## src/rtl/dmac_pkg.sv

```systemverilog
package dmac_pkg;

    localparam int WORD_W = 16;
    localparam int BYTE_W = 8;

    typedef enum logic [1:0] {
        XM_SINGLE = 2'b00,
        XM_DEMAND = 2'b01,
        XM_BLOCK  = 2'b10,
        XM_RSVD   = 2'b11
    } xfer_mode_e;

    typedef enum logic [1:0] {
        SQ_IDLE,
        SQ_ASK,
        SQ_MOVE,
        SQ_FREE
    } seq_state_e;

    typedef struct packed {
        xfer_mode_e mode;
        logic       io_to_mem;
    } chan_cfg_t;

    typedef struct packed {
        logic memrd_n;
        logic memwr_n;
        logic iord_n;
        logic iowr_n;
    } strobe_t;

    function automatic xfer_mode_e decode_mode(input logic [1:0] f);
        xfer_mode_e m;
        case (f)
            2'b01:   m = XM_DEMAND;
            2'b10:   m = XM_BLOCK;
            default: m = XM_SINGLE;
        endcase
        return m;
    endfunction

    function automatic logic [WORD_W-1:0] put_byte(input logic [WORD_W-1:0] w,
                                                   input logic hi,
                                                   input logic [BYTE_W-1:0] b);
        return hi ? {b, w[BYTE_W-1:0]} : {w[WORD_W-1:BYTE_W], b};
    endfunction

    function automatic strobe_t pair_strobes(input logic on, input logic io_to_mem);
        strobe_t s;
        s = '{memrd_n: 1'b1, memwr_n: 1'b1, iord_n: 1'b1, iowr_n: 1'b1};
        if (on) begin
            if (io_to_mem) begin
                s.iord_n  = 1'b0;
                s.memwr_n = 1'b0;
            end else begin
                s.memrd_n = 1'b0;
                s.iowr_n  = 1'b0;
            end
        end
        return s;
    endfunction

endpackage

```

## src/rtl/dmac_regs.sv

```systemverilog
module dmac_regs
    import dmac_pkg::*;
#(
    parameter int NCH = 4,
    localparam int CHW = $clog2(NCH),
    localparam int RAW = CHW + 2
) (
    input  logic                         clk,
    input  logic                         rst,
    input  logic [RAW-1:0]               rg_addr,
    input  logic [BYTE_W-1:0]            rg_wdata,
    input  logic                         rg_we,
    input  logic                         rg_re,
    output logic [BYTE_W-1:0]            rg_rdata,
    input  logic                         step,
    input  logic [CHW-1:0]               step_ch,
    input  logic                         finish,
    output logic [NCH-1:0][WORD_W-1:0]   cur_addr_o,
    output logic [NCH-1:0]               cnt_zero_o,
    output logic [NCH-1:0]               armed_o,
    output chan_cfg_t [NCH-1:0]          cfg_o
);

    logic [WORD_W-1:0] base_a [NCH];
    logic [WORD_W-1:0] cur_a  [NCH];
    logic [WORD_W-1:0] base_c [NCH];
    logic [WORD_W-1:0] cur_c  [NCH];
    chan_cfg_t         cfg_q  [NCH];
    logic              armed_q[NCH];
    logic              byte_hi;

    logic           is_data;
    logic [CHW-1:0] dsel;
    logic           field_cnt;
    logic           data_wr;
    logic           mode_wr;
    logic           ptr_clr;

    assign is_data   = !rg_addr[RAW-1];
    assign dsel      = rg_addr[RAW-2:1];
    assign field_cnt = rg_addr[0];
    assign data_wr   = rg_we && is_data;
    assign mode_wr   = rg_we && rg_addr[RAW-1] && !rg_addr[RAW-2];
    assign ptr_clr   = rg_we && rg_addr[RAW-1] && rg_addr[RAW-2]
                       && (rg_addr[CHW-1:0] == '0);

    // shared low/high byte pointer
    always_ff @(posedge clk) begin
        if (rst)                   byte_hi <= 1'b0;
        else if (ptr_clr)          byte_hi <= 1'b0;
        else if (data_wr || rg_re) byte_hi <= ~byte_hi;
    end

    for (genvar c = 0; c < NCH; c++) begin : g_chan
        always_ff @(posedge clk) begin
            if (rst) begin
                base_a[c]  <= '0;
                cur_a[c]   <= '0;
                base_c[c]  <= '0;
                cur_c[c]   <= '0;
                cfg_q[c]   <= '{mode: XM_SINGLE, io_to_mem: 1'b0};
                armed_q[c] <= 1'b0;
            end else begin
                if (step && step_ch == CHW'(c)) begin
                    cur_a[c] <= cur_a[c] + 1'b1;
                    cur_c[c] <= cur_c[c] - 1'b1;
                    if (finish) armed_q[c] <= 1'b0;
                end
                if (data_wr && dsel == CHW'(c)) begin
                    if (field_cnt) begin
                        base_c[c] <= put_byte(base_c[c], byte_hi, rg_wdata);
                        cur_c[c]  <= put_byte(base_c[c], byte_hi, rg_wdata);
                        if (byte_hi) armed_q[c] <= 1'b1;
                    end else begin
                        base_a[c] <= put_byte(base_a[c], byte_hi, rg_wdata);
                        cur_a[c]  <= put_byte(base_a[c], byte_hi, rg_wdata);
                    end
                end
                if (mode_wr && rg_addr[CHW-1:0] == CHW'(c)) begin
                    cfg_q[c] <= '{mode: decode_mode(rg_wdata[1:0]),
                                  io_to_mem: rg_wdata[2]};
                end
            end
        end

        assign cur_addr_o[c] = cur_a[c];
        assign cnt_zero_o[c] = (cur_c[c] == '0);
        assign armed_o[c]    = armed_q[c];
        assign cfg_o[c]      = cfg_q[c];
    end

    // read-back: current copy in the low half of the map, base copy in the upper half
    logic [WORD_W-1:0] rd_word;
    always_comb begin
        if (rg_addr[RAW-1])
            rd_word = field_cnt ? base_c[dsel] : base_a[dsel];
        else
            rd_word = field_cnt ? cur_c[dsel] : cur_a[dsel];
        rg_rdata = byte_hi ? rd_word[WORD_W-1:BYTE_W] : rd_word[BYTE_W-1:0];
    end

endmodule

```

## src/rtl/dmac_prio.sv

```systemverilog
module dmac_prio #(
    parameter int NCH = 4,
    localparam int CHW = $clog2(NCH)
) (
    input  logic [NCH-1:0] req,
    output logic           grant_vld,
    output logic [CHW-1:0] grant_idx
);

    always_comb begin
        grant_idx = '0;
        for (int i = NCH - 1; i >= 0; i--) begin
            if (req[i]) grant_idx = CHW'(i);
        end
        grant_vld = |req;
    end

endmodule

```

## src/rtl/dmac_seq.sv

```systemverilog
module dmac_seq
    import dmac_pkg::*;
#(
    parameter int NCH = 4,
    localparam int CHW = $clog2(NCH)
) (
    input  logic                        clk,
    input  logic                        rst,
    input  logic [NCH-1:0]              dreq,
    input  logic [NCH-1:0]              pending,
    input  logic                        grant_vld,
    input  logic [CHW-1:0]              grant_idx,
    input  logic [NCH-1:0][WORD_W-1:0]  cur_addr,
    input  logic [NCH-1:0]              cnt_zero,
    input  chan_cfg_t [NCH-1:0]         cfg,
    input  logic                        holda,
    input  logic                        eop_in_n,
    output logic                        hold,
    output logic                        bus_en,
    output logic [CHW-1:0]              act_ch,
    output logic                        step,
    output logic                        finish,
    output logic [NCH-1:0]              dack,
    output logic [WORD_W-1:0]           addr_out,
    output strobe_t                     strobes,
    output logic                        eop_drive
);

    seq_state_e st, nx;
    logic [CHW-1:0] ch_q;
    logic last;
    chan_cfg_t ccfg;

    assign ccfg   = cfg[ch_q];
    assign bus_en = (st == SQ_MOVE) && holda;
    assign last   = cnt_zero[ch_q] || !eop_in_n;
    assign step   = bus_en;
    assign finish = bus_en && last;
    assign act_ch = ch_q;
    assign hold   = (st == SQ_ASK) || (st == SQ_MOVE);

    always_comb begin
        nx = st;
        case (st)
            SQ_IDLE: if (|pending) nx = SQ_ASK;
            SQ_ASK:  if (holda) nx = grant_vld ? SQ_MOVE : SQ_FREE;
            SQ_MOVE: begin
                if (holda) begin
                    if (last) nx = SQ_FREE;
                    else begin
                        case (ccfg.mode)
                            XM_DEMAND: nx = dreq[ch_q] ? SQ_MOVE : SQ_FREE;
                            XM_BLOCK:  nx = SQ_MOVE;
                            default:   nx = SQ_FREE;
                        endcase
                    end
                end
            end
            default: nx = SQ_IDLE;
        endcase
    end

    always_ff @(posedge clk) begin
        if (rst) begin
            st   <= SQ_IDLE;
            ch_q <= '0;
        end else begin
            st <= nx;
            if (st == SQ_ASK && holda && grant_vld) ch_q <= grant_idx;
        end
    end

    always_comb begin
        for (int i = 0; i < NCH; i++) dack[i] = bus_en && (ch_q == CHW'(i));
        addr_out  = bus_en ? cur_addr[ch_q] : '0;
        strobes   = pair_strobes(bus_en, ccfg.io_to_mem);
        eop_drive = bus_en && cnt_zero[ch_q];
    end

endmodule

```

## src/rtl/dmac_top.sv

```systemverilog
module dmac_top
    import dmac_pkg::*;
#(
    parameter int NCH = 4,
    localparam int CHW = $clog2(NCH),
    localparam int RAW = CHW + 2
) (
    input  logic              clk,
    input  logic              rst,
    input  logic [RAW-1:0]    reg_addr,
    input  logic [BYTE_W-1:0] reg_wdata,
    input  logic              reg_we,
    input  logic              reg_re,
    output logic [BYTE_W-1:0] reg_rdata,
    input  logic [NCH-1:0]    dreq,
    output logic [NCH-1:0]    dack,
    output logic              hold,
    input  logic              holda,
    output logic              addr_oe,
    output logic [WORD_W-1:0] addr_out,
    output logic              memrd_n,
    output logic              memwr_n,
    output logic              iord_n,
    output logic              iowr_n,
    input  logic              eop_in_n,
    output logic              eop_drive
);

    logic [NCH-1:0][WORD_W-1:0] cur_addr;
    logic [NCH-1:0]             cnt_zero;
    logic [NCH-1:0]             armed;
    chan_cfg_t [NCH-1:0]        cfg;
    logic [NCH-1:0]             pending;
    logic                       grant_vld;
    logic [CHW-1:0]             grant_idx;
    logic                       step, finish;
    logic [CHW-1:0]             act_ch;
    strobe_t                    strobes;

    assign pending = dreq & armed;

    dmac_regs #(.NCH(NCH)) u_regs (
        .clk        (clk),
        .rst        (rst),
        .rg_addr    (reg_addr),
        .rg_wdata   (reg_wdata),
        .rg_we      (reg_we),
        .rg_re      (reg_re),
        .rg_rdata   (reg_rdata),
        .step       (step),
        .step_ch    (act_ch),
        .finish     (finish),
        .cur_addr_o (cur_addr),
        .cnt_zero_o (cnt_zero),
        .armed_o    (armed),
        .cfg_o      (cfg)
    );

    dmac_prio #(.NCH(NCH)) u_prio (
        .req       (pending),
        .grant_vld (grant_vld),
        .grant_idx (grant_idx)
    );

    dmac_seq #(.NCH(NCH)) u_seq (
        .clk       (clk),
        .rst       (rst),
        .dreq      (dreq),
        .pending   (pending),
        .grant_vld (grant_vld),
        .grant_idx (grant_idx),
        .cur_addr  (cur_addr),
        .cnt_zero  (cnt_zero),
        .cfg       (cfg),
        .holda     (holda),
        .eop_in_n  (eop_in_n),
        .hold      (hold),
        .bus_en    (addr_oe),
        .act_ch    (act_ch),
        .step      (step),
        .finish    (finish),
        .dack      (dack),
        .addr_out  (addr_out),
        .strobes   (strobes),
        .eop_drive (eop_drive)
    );

    assign memrd_n = strobes.memrd_n;
    assign memwr_n = strobes.memwr_n;
    assign iord_n  = strobes.iord_n;
    assign iowr_n  = strobes.iowr_n;

endmodule

```

## config.mk

```make
export PLATFORM = sky130hd
export DESIGN_NAME = dmac_top
export DESIGN_NICKNAME = d
export VERILOG_FILES = /design/src/rtl/dmac_pkg.sv /design/src/rtl/dmac_regs.sv /design/src/rtl/dmac_prio.sv /design/src/rtl/dmac_seq.sv /design/src/rtl/dmac_top.sv
export SDC_FILE = /design/constraint.sdc
export NUM_CORES = 1
export LEC_CHECK = 0
export BUFFER_PORTS_ARGS = -buffer_cell sky130_fd_sc_hd__buf_2
export CORE_MARGIN = 4
export CORE_UTILIZATION = 59
export CTS_BUF_LIST = sky130_fd_sc_hd__clkbuf_8
export CTS_CLUSTER_SIZE = 30
export DETAILED_ROUTE_END_ITERATION = 10
export GPL_ROUTABILITY_DRIVEN = 1
export GPL_TIMING_DRIVEN = 0
export PLACE_DENSITY_LB_ADDON = 0.08
export SLEW_MARGIN = 30
export SYNTH_ARGS = -nofsm -noshare
export SYNTH_HDL_FRONTEND = slang
export SYNTH_HIERARCHICAL = 1
export SYNTH_SLANG_ARGS = --single-unit
```

## constraint.sdc

```tcl
create_clock -name clk -period 2.7 [get_ports clk]
set_clock_uncertainty 0.2 [all_clocks]
set_input_delay 0.135 -clock clk [delete_from_list [all_inputs] [get_ports clk]]
set_output_delay 0.135 -clock clk [all_outputs]
set_load 0.005 [all_outputs]
```

==> results.json, run 1 <==
{
  "seq_area_um2": 8270,
  "antenna_found_initial": 3,
  "grt_first_pass_wirelength_mm": 87.9,
  "syn_nets": 1428,
  "power_density_nw_per_um2": 570,
  "root_buffer": "clkbuf_8",
  "start_util_pct": 60.0,
  "start_kind": "flip-flop",
  "power.internal_mw": 7.42,
  "grt_max_degree": 19,
  "path_max_fanout": 2,
  "violations": "negative setup slack",
  "grt_usage_pct": 40.2,
  "rsz0062_at_grt": "true",
  "p_seq_share_pct": 50.1,
  "drive_above_1_share_pct": 23.1,
  "maxCapViolations": 0,
  "avgViaCountPerCell": 7.09,
  "wl_per_cell_um": 31.6,
  "nFillCells": 2065,
  "timing.final.ws_setup_ps": -455,
  "nNetsFinal": 1606,
  "slowest_delay_ps": 410,
  "fin_crit_sh_pct": 117,
  "crit_type": "flip-flop to output port",
  "reg2reg_setup_slack_ps": -240,
  "finalSetupViolations": 7,
  "clkTransAtPathRegs_ps": 60,
  "async_reset_ff_share_pct": 0,
  "die_h_um": 174,
  "ir_drop_uv": 597,
  "swShare_pct": 30.2,
  "relSlewSlack_pct": 26.9,
  "gr-total-overflow": 0,
  "io-pin-count": 57,
  "multiInputGateArea_um2": 7660,
  "row_count": 60,
  "pre_cts_ws_ps": -737,
  "pwr-share-comb_pct": 18.3,
  "drv_slew": 0,
  "antenna_left": 0,
  "grt_pass1_vias": 12979,
  "place_congestion": 1.08,
  "vias": 13795,
  "avgSynthCellArea_um2": 11.6,
  "dp_hpwl_mm": 45.3,
  "synth_edf_count": 272,
  "post-route-min-period_ps": 3160,
  "synthFlopType": "edfxtp_1",
  "crit_buf_inv": 1,
  "path_common_cell": "or3_4",
  "fin_area_um2": 18700,
  "postPlaceCellArea_um2": 16900,
  "clockBufferDepth": 3,
  "h-tree-depth": 2,
  "io_buffers": 54,
  "crit_chain": "or3_4 > or3_4 > nor3_4 > nor3b_4 > mux4_2 > and2_1 > buf_2",
  "cp_top_family": "simple AND/OR/NAND/NOR gates",
  "worst_setup_path_end_kind": "output port",
  "clkPwrFrac_pct": 31.6,
  "die_w_um": 174,
  "min_path_type": "primary input to flip-flop",
  "cp.arrival_ps": 2820,
  "cp.required_ps": 2370,
  "cts_inserted_buffers": 47,
  "yosysSeqAreaShare_pct": 51.1,
  "routed_wl_mm": 61.5,
  "ys_types": 58,
  "p_leak_nw": 6.65,
  "hold_viol_final": 0,
  "first_pass_iters": 6,
  "clk_latency_ps": 550,
  "worst_slew_pin_slew_ps": 1100,
  "drt-initial-drc-count": 2343,
  "core_um2": 27000,
  "cts_tree": "built",
  "syn_to_final_growth_pct": 15.4,
  "yosys_warnings": 6,
  "fmax_mhz": 317,
  "yosys_register_bits": 277,
  "design.die.area_um2": 30100,
  "syn_area_um2": 16200,
  "power_switching_mw": 3.21,
  "syn_inst": 1393,
  "remaining_drc_errors": 0,
  "clkSinkCount": 277,
  "status": "complete, but fails checks",
  "crit_slowest_cell": "edfxtp_1"
}
## state kept, by name, indices dropped and copies added, names as in the netlist
signal	cells
u_regs/cur_a	64
u_regs/base_c	64
u_regs/armed_q	4
u_seq/st	2
u_regs/cfg_q	12
u_seq/act_ch	2
u_regs/base_a	64
u_regs/byte_hi	1
u_regs/cur_c	64
## per-layer routing
metal  part of all wire, %  wire length [µm]  GRT usage [%]
met5                 0.044                27              0
met3                    13              7710           7.11
met4                   8.5              5240           26.9
met1                    35             21600           54.5
met2                    44             26900           60.0
## timing repair
item,in CTS,in global routing
gates resized for setup,83,42
pin swaps,6,9
endpoints found under the setup margin,279,235
setup buffers,49,23
hold endpoints to repair,33,0
hold buffers,14,0
## path summary, 6_finish.rpt
path	from	to	cells after the start
worst min register to register	u_seq/st[1]$_SDFFE_PP0P_	u_seq/st[1]$_SDFFE_PP0P_	2
worst min-delay path	rst	u_regs/cfg_q[3][1]$_SDFFCE_PN0P_	5
worst max-delay path	u_regs/cur_c[3][8]$_DFFE_PP_	eop_drive	7
worst max register to register	u_regs/cur_c[3][8]$_DFFE_PP_	u_regs/armed_q[0]$_DFFE_PP_	8
## cell type report
type                    instances  area share [%]
well taps                     341            2.29
clock buffers                  49            3.61
multi-input cells             996            41.0
inverters                      26           0.523
clock inverters                32           0.724
plain buffers                  93            2.67
flip-flops and latches        277            44.3
repair buffers                130            4.78
diodes                          1          0.0134
## power groups by stage
stage / clock, mW / sequential, mW / combinational [mW]
after global routing: 3.59 / 5.33 / 2.04
final: 3.36 / 5.33 / 1.95
after CTS: 3.38 / 5.31 / 1.82
after floorplan: 0 / 5.22 / 1.11
after global placement: 0 / 5.43 / 1.63
after detailed placement: 0 / 5.44 / 1.65
## through the flow
stage                     TNS [ps]  instances  power, mW  hold WS [ps]  util (%)
after floorplan              -45.3       1393       6.33          7.38         -
after global placement      -86020       1788       7.06           244      62.6
after detailed placement   -108450       1788       7.09           244      62.6
after CTS                    -1250       1931       10.5          48.3      68.5
after global routing         -2060       1944       11.0          93.2      69.2
final                        -1400       1945       10.6          73.5      69.2
## worst min-delay path, cell delays in order
cell	delay (ps)
buf_2	120
nand2b_1	170
nor2_1	100
nand2_1	90
nor2_1	50
## kinds of logic (layout without fill, tap and decap cells)
group / count (synthesis) / count (layout) / synth area share (%)
muxes: 108 / 108 / 13.3
xor gates and xnor gates: 111 / 111 / 6.01
DFF: 277 / 277 / 51.1
buffers and inverters: 120 / 330 / 3.21
adders and majority gates: 13 / 13 / 1.01
other: 0 / 1 / 0
AOI/OAI and AO/OA: 306 / 306 / 11.8
and+or+nand+nor: 458 / 458 / 13.5
## cell usage in the layout, fill, tap and decap left out, types with 5 or more instances in the layout
cell type      synthesis  routed
a21oi_1              136     135
and2_1                36      35
and3_1                14      13
and4_1                 5       5
buf_1                 13      10
buf_2                 25      68
buf_4                  8      74
buf_6                  1       9
clkbuf_1              47      35
clkbuf_2               0       6
clkbuf_4               0       7
clkbuf_8               0      49
clkinv_1               2      11
dlygate4sd3_1          0      14
edfxtp_1             272     272
ha_1                  13      13
inv_1                 24      41
mux2_2                 8       6
mux2i_1               17      17
mux4_2                78      80
nand2_1              142     126
nand2_2                0       9
nand2_4                0       7
nand2b_1              12       9
nand3_1               33      32
nand3b_1               7       7
nand4_1                7       7
nor2_1               125     124
nor2b_1                7       7
nor3_1                25      20
nor4_1                12      11
o21bai_1              59      59
o22ai_1               69      67
or3_1                  9       6
or4_1                  7       5
xnor2_1               60      59
xor2_1                51      51
## synth_stat cells, types with 9 or more instances
cell | n | area [µm²]
nor4_1 | 12 | 75.1
mux2i_1 | 17 | 170
nor2_1 | 125 | 469
or3_1 | 9 | 56.3
buf_2 | 25 | 125
nand3_1 | 33 | 165
nand2_1 | 142 | 533
clkbuf_1 | 47 | 176
o22ai_1 | 69 | 432
and2_1 | 36 | 225
mux4_2 | 78 | 1760
ha_1 | 13 | 163
inv_1 | 24 | 90.1
and3_1 | 14 | 87.6
nor3_1 | 25 | 125
edfxtp_1 | 272 | 8170
xor2_1 | 51 | 447
xnor2_1 | 60 | 526
o21bai_1 | 59 | 443
nand2b_1 | 12 | 75.1
buf_1 | 13 | 48.8
a21oi_1 | 136 | 681
(Power assumes the default switching activity.)
==> run 2: changes to the inputs <==
--- a/config.mk
+++ b/config.mk
@@ -7,7 +7,7 @@
 export LEC_CHECK = 0
 export BUFFER_PORTS_ARGS = -buffer_cell sky130_fd_sc_hd__buf_2
 export CORE_MARGIN = 4
-export CORE_UTILIZATION = 59
+export CORE_UTILIZATION = 60
 export CTS_BUF_LIST = sky130_fd_sc_hd__clkbuf_8
 export CTS_CLUSTER_SIZE = 30
 export DETAILED_ROUTE_END_ITERATION = 10
==> constraint.sdc (replaced) <==
create_clock -name clk -period 4.1 [get_ports clk]
set_clock_uncertainty 0.2 [all_clocks]
set_input_delay 0.205 -clock clk [delete_from_list [all_inputs] [get_ports clk]]
set_output_delay 0.205 -clock clk [all_outputs]
set_load 0.005 [all_outputs]
==> run 2 against run 1 <==
Net effect: flip-flop and latch count unchanged; via count down 6.1%; clock power down 31%; first-iteration DRC count down 4.2%; the run now ends clean; critical path depth up 4; non-clock buffer count down 65; cell count down 3.8%; largest power group unchanged; highest routed layer unchanged; worst hold slack worse by 19 ps; core utilization down 1.5 points.
==> results.json, run 2 (synthesis results as in run 1) <==
{
  "cts_tree": "built",
  "start_kind": "flip-flop",
  "io-pin-count": 57,
  "diodes": 0,
  "cp-endpoint": "u_regs/cur_a[2][14]$_SDFFCE_PN0P_",
  "rsz0062_at_grt": "false",
  "die_h_um": 172,
  "power_density_nw_per_um2": 390,
  "worst_setup_path_end_kind": "flip-flop",
  "clkTransAtPathRegs_ps": 60,
  "dp_hpwl_mm": 42.0,
  "antenna_left": 0,
  "cp.required_ps": 4290,
  "wl_per_cell_um": 29.0,
  "post-route-min-period_ps": 3710,
  "drv_slew": 0,
  "syn_to_final_growth_pct": 10.1,
  "p_leak_nw": 6.17,
  "fin_crit_sh_pct": 90.5,
  "reg2reg_to": "u_regs/cur_a[2][14]$_SDFFCE_PN0P_",
  "hold_viol_final": 0,
  "clockBufferDepth": 3,
  "cts_inserted_buffers": 47,
  "worst_slew_pin_slew_ps": 944,
  "crit_start": "u_seq/st[0]$_SDFFE_PP0P_",
  "start_util_pct": 61.5,
  "min_path_type": "primary input to flip-flop",
  "routed_wl_mm": 54.3,
  "first_pass_iters": 6,
  "cts_setup_buffers": 0,
  "final_cell_mix": "272 x edfxtp_1, 142 x nand2_1, 136 x a21oi_1",
  "grt_pass1_vias": 12346,
  "fin_setup_tns_ps": 0,
  "cts_resized": 0,
  "grt.busiest_layer": "met2",
  "finalSetupViolations": 0,
  "maxCapViolations": 0,
  "remaining_drc_errors": 0,
  "clkSinkCount": 277,
  "grtUsageMet3_pct": 8.62,
  "drive_above_1_share_pct": 16.3,
  "avgViaCountPerCell": 6.92,
  "cts_hold_buf": 10,
  "grt_max_degree": 19,
  "final_common_cell": "edfxtp_1",
  "h-tree-depth": 2,
  "fmax_mhz": 270,
  "crit_type": "flip-flop to flip-flop",
  "relSlewSlack_pct": 37.1,
  "drt-initial-drc-count": 2244,
  "reg2reg_setup_slack_ps": 390,
  "path_max_fanout": 11,
  "nNetsFinal": 1541,
  "met2_usage_pct": 56.6,
  "core_um2": 26300,
  "place_congestion": 1.02,
  "grt_first_pass_wirelength_mm": 79.0,
  "row_count": 59,
  "antenna_found_initial": 1,
  "timing.rr.start": "u_seq/st[0]$_SDFFE_PP0P_",
  "cp.arrival_ps": 3900,
  "met1_usage_pct": 53.0,
  "grt_usage_pct": 36.7,
  "gr-total-overflow": 0,
  "r2r_cells": 11,
  "vias": 12956,
  "die_w_um": 172,
  "ir_drop_uv": 279,
  "whs_ps": 54.8,
  "clk_latency_ps": 570,
  "design.die.area_um2": 29600,
  "root_buffer": "clkbuf_8",
  "status": "complete, no violations",
  "io_buffers": 54
}
-- run 2: through the flow --
step                total power [mW]  utilization [%]  instance area, µm²  std cells  worst slack (ps)
global placement                4.60             64.1               16900       1782               336
floorplan                       4.16                -               16200       1393              1300
detailed placement              4.62             64.2               16900       1782               578
global route                    7.15             67.7               17800       1872               238
finish                          6.94             67.7               17800       1872               391
CTS                             6.90             67.7               17800       1872               471
-- run 2: area by class of cell --
class                      instances  area [µm²]
timing repair buffer              64         370
buffer                            94         422
fill                            2062        8490
multi-input combinational        996        7380
clock buffer                      49         674
tap                              335         419
inverter                          26        97.6
sequential                       277        8270
clock inverter                    31         159
-- run 2: routing by layer --
layer	wire [µm]	vias up
met4	1710	2
met2	24300	977
li1	-	5499
met1	20600	6368
met3	7600	110
met5	17	-
-- run 2: critical path, cell delays in order (launching register included) --
cell and delay, ps:
dfxtp_1 340, inv_1 90, ha_1 180, nand2_1 150, inv_1 140, clkbuf_1 580, buf_4 260, nand3b_1 350
nor2_1 500, nand2_1 280, buf_2 280, o22ai_1 190
-- run 2: how the worst min path moves through the flow --
stage | startpoint | to | slack (ps) | cells after the start
floorplan | rst | u_seq/act_ch[0]$_SDFFE_PP0P_ | 80 | 1
global placement | rst | u_seq/st[1]$_SDFFE_PP0P_ | 310 | 2
detailed placement | rst | u_seq/act_ch[1]$_SDFFE_PP0P_ | 310 | 2
CTS | dreq[0] | u_seq/act_ch[0]$_SDFFE_PP0P_ | 20 | 5
global route | dreq[0] | u_seq/act_ch[0]$_SDFFE_PP0P_ | 80 | 5
finish | dreq[0] | u_seq/act_ch[0]$_SDFFE_PP0P_ | 50 | 5
-- run 2: power by group --
group          leakage (nW)  switching, mW  internal, mW
Clock                 0.466           1.15          1.17
Sequential             2.85          0.217          3.29
Combinational          2.85          0.694         0.426
==> run 3: changes to the inputs <==
--- a/config.mk
+++ b/config.mk
@@ -5,12 +5,12 @@
 export SDC_FILE = /design/constraint.sdc
 export NUM_CORES = 1
 export LEC_CHECK = 0
-export BUFFER_PORTS_ARGS = -buffer_cell sky130_fd_sc_hd__buf_2
 export CORE_MARGIN = 4
 export CORE_UTILIZATION = 60
 export CTS_BUF_LIST = sky130_fd_sc_hd__clkbuf_8
 export CTS_CLUSTER_SIZE = 30
 export DETAILED_ROUTE_END_ITERATION = 10
+export DONT_BUFFER_PORTS = 1
 export GPL_ROUTABILITY_DRIVEN = 1
 export GPL_TIMING_DRIVEN = 0
 export PLACE_DENSITY_LB_ADDON = 0.08
==> run 3 against run 2 <==
Net effect: critical path depth decreased by 4; fmax shrank 2.1%; critical endpoint is now eop_drive; non-clock buffer count decreased by 51; cell count shrank 2.5%; core utilization down 1.1 points; wire length up 1.9%; clock-buffer cell count down 2; first-iteration DRC count decreased by 6.0%; largest cell class unchanged; power decreased by 2.2%.
==> results.json, run 3 (synthesis results as in run 1) <==
{
  "nFillCells": 2072,
  "grt_max_degree": 19,
  "relSlewSlack_pct": 35.0,
  "worst_setup_path_end_kind": "output port",
  "fin_setup_tns_ps": 0,
  "pre_cts_ws_ps": 498,
  "fmax_mhz": 264,
  "clkSinkCount": 277,
  "remaining_drc_errors": 0,
  "reg2reg_setup_slack_ps": 430,
  "start_kind": "flip-flop",
  "grt_pass1_vias": 12180,
  "power_switching_mw": 2.04,
  "status": "complete, no violations",
  "clkPwrFrac_pct": 32.4,
  "power_density_nw_per_um2": 387,
  "cts_setup_buffers": 0,
  "io_buffers": 0,
  "p_seq_share_pct": 51.6,
  "grt_first_pass_wirelength_mm": 79.1,
  "final_cell_mix": "272 x edfxtp_1, 142 x nand2_1, 136 x a21oi_1",
  "core_um2": 26300,
  "place_congestion": 1.02,
  "grtUsageMet3_pct": 8.21,
  "design.die.area_um2": 29600,
  "h-tree-depth": 2,
  "p_leak_nw": 5.93,
  "timing.final.ws_setup_ps": 312,
  "whs_ps": 87.3,
  "drv_slew": 0,
  "first_pass_iters": 8,
  "maxCapViolations": 0,
  "cts_inserted_buffers": 46,
  "hold_viol_final": 0,
  "fin_crit_sh_pct": 92.4,
  "die_w_um": 172,
  "drive_above_1_share_pct": 12.9,
  "row_count": 59,
  "crit_type": "flip-flop to output port",
  "swShare_pct": 30.0,
  "cts_tree": "built",
  "final_common_cell": "edfxtp_1",
  "antenna_left": 0,
  "dp_hpwl_mm": 42.4,
  "drt-initial-drc-count": 2109,
  "gr-total-overflow": 0,
  "io-pin-count": 57,
  "finalSetupViolations": 0,
  "cp.required_ps": 3690,
  "clockBufferDepth": 3,
  "die_h_um": 172,
  "grt.busiest_layer": "met2",
  "met2_usage_pct": 55.4,
  "cp.arrival_ps": 3380,
  "met1_usage_pct": 54.1,
  "syn_to_final_growth_pct": 8.36,
  "clkTransAtPathRegs_ps": 60,
  "cts_hold_buf": 13,
  "cts_resized": 0,
  "grt_usage_pct": 37.1,
  "ir_drop_uv": 330,
  "worst_slew_pin_slew_ps": 975,
  "pwr-share-comb_pct": 16.0,
  "avgViaCountPerCell": 7.11,
  "diodes": 0,
  "path_max_fanout": 5,
  "rsz0062_at_grt": "false",
  "post-route-min-period_ps": 3790,
  "start_util_pct": 61.5,
  "routed_wl_mm": 55.3,
  "min_path_type": "primary input to flip-flop",
  "power.internal_mw": 4.75,
  "vias": 12972,
  "clk_latency_ps": 570,
  "antenna_found_initial": 0,
  "nNetsFinal": 1489,
  "root_buffer": "clkbuf_8",
  "wl_per_cell_um": 30.3
}
## run 3: cell count changes in the layout (fill, tap and decap cells not counted), sizes merged
cell / delta
buf: -54
inv: +4
clkinv: +3
dlygate4sd3: +3
clkbuf: -2
bufinv: -1
## run 3: critical path: stages (launching register included)
cell and delay (ps):
edfxtp_1 510, inv_1 100, ha_1 180, nor3b_1 670, nand3b_1 390, nor3_1 340
mux4_1 430, and2_1 190
## run 3: area by class of cell
cell class | instances | area [µm²] | share of cell area, %
Clock inverter | 37 | 155 | 0.886
Tap cell | 335 | 419 | 2.39
Clock buffer | 47 | 647 | 3.69
Inverter | 26 | 97.6 | 0.557
Buffer | 94 | 422 | 2.41
Multi-Input combinational cell | 996 | 7380 | 42.1
Timing Repair Buffer | 13 | 130 | 0.743
Sequential cell | 277 | 8270 | 47.2
## run 3: per-stage QoR
stage / total power, mW / cell area [µm²] / util, % / std cells
final: 6.78 / 17500 / 66.7 / 1825
after global routing: 7.00 / 17500 / 66.7 / 1825
after CTS: 6.74 / 17500 / 66.7 / 1825
after detailed placement: 4.57 / 16600 / 63.1 / 1728
after global placement: 4.55 / 16600 / 63.1 / 1728
after floorplan: 4.16 / 16200 / - / 1393
## run 3: layer usage
metal | wire, µm | vias to the layer above
met5 | 0 | -
met4 | 2350 | 0
met3 | 7610 | 128
met2 | 24300 | 1009
met1 | 21100 | 6418
li1 | - | 5417
## run 3: power groups by stage
stage                     Combinational [mW]  Sequential [mW]  Clock (mW)
final                                   1.08             3.50        2.20
after detailed placement                1.03             3.54           0
after global placement                  1.02             3.53           0
after floorplan                        0.726             3.44           0
after global routing                    1.14             3.51        2.35
after CTS                               1.05             3.48        2.21
## run 3: path summary, 6_finish.rpt
kind                                                   start                                 to  cells after the start
worst min-delay path                            reg_wdata[7]  u_regs/base_a[0][7]$_SDFFCE_PN0P_                      2
worst min register to register      u_seq/st[1]$_SDFFE_PP0P_           u_seq/st[1]$_SDFFE_PP0P_                      2
worst max-delay path            u_regs/cur_c[1][0]$_DFFE_PP_                          eop_drive                      7
worst max register to register      u_seq/st[0]$_SDFFE_PP0P_      u_regs/cur_c[0][14]$_DFFE_PP_                     10
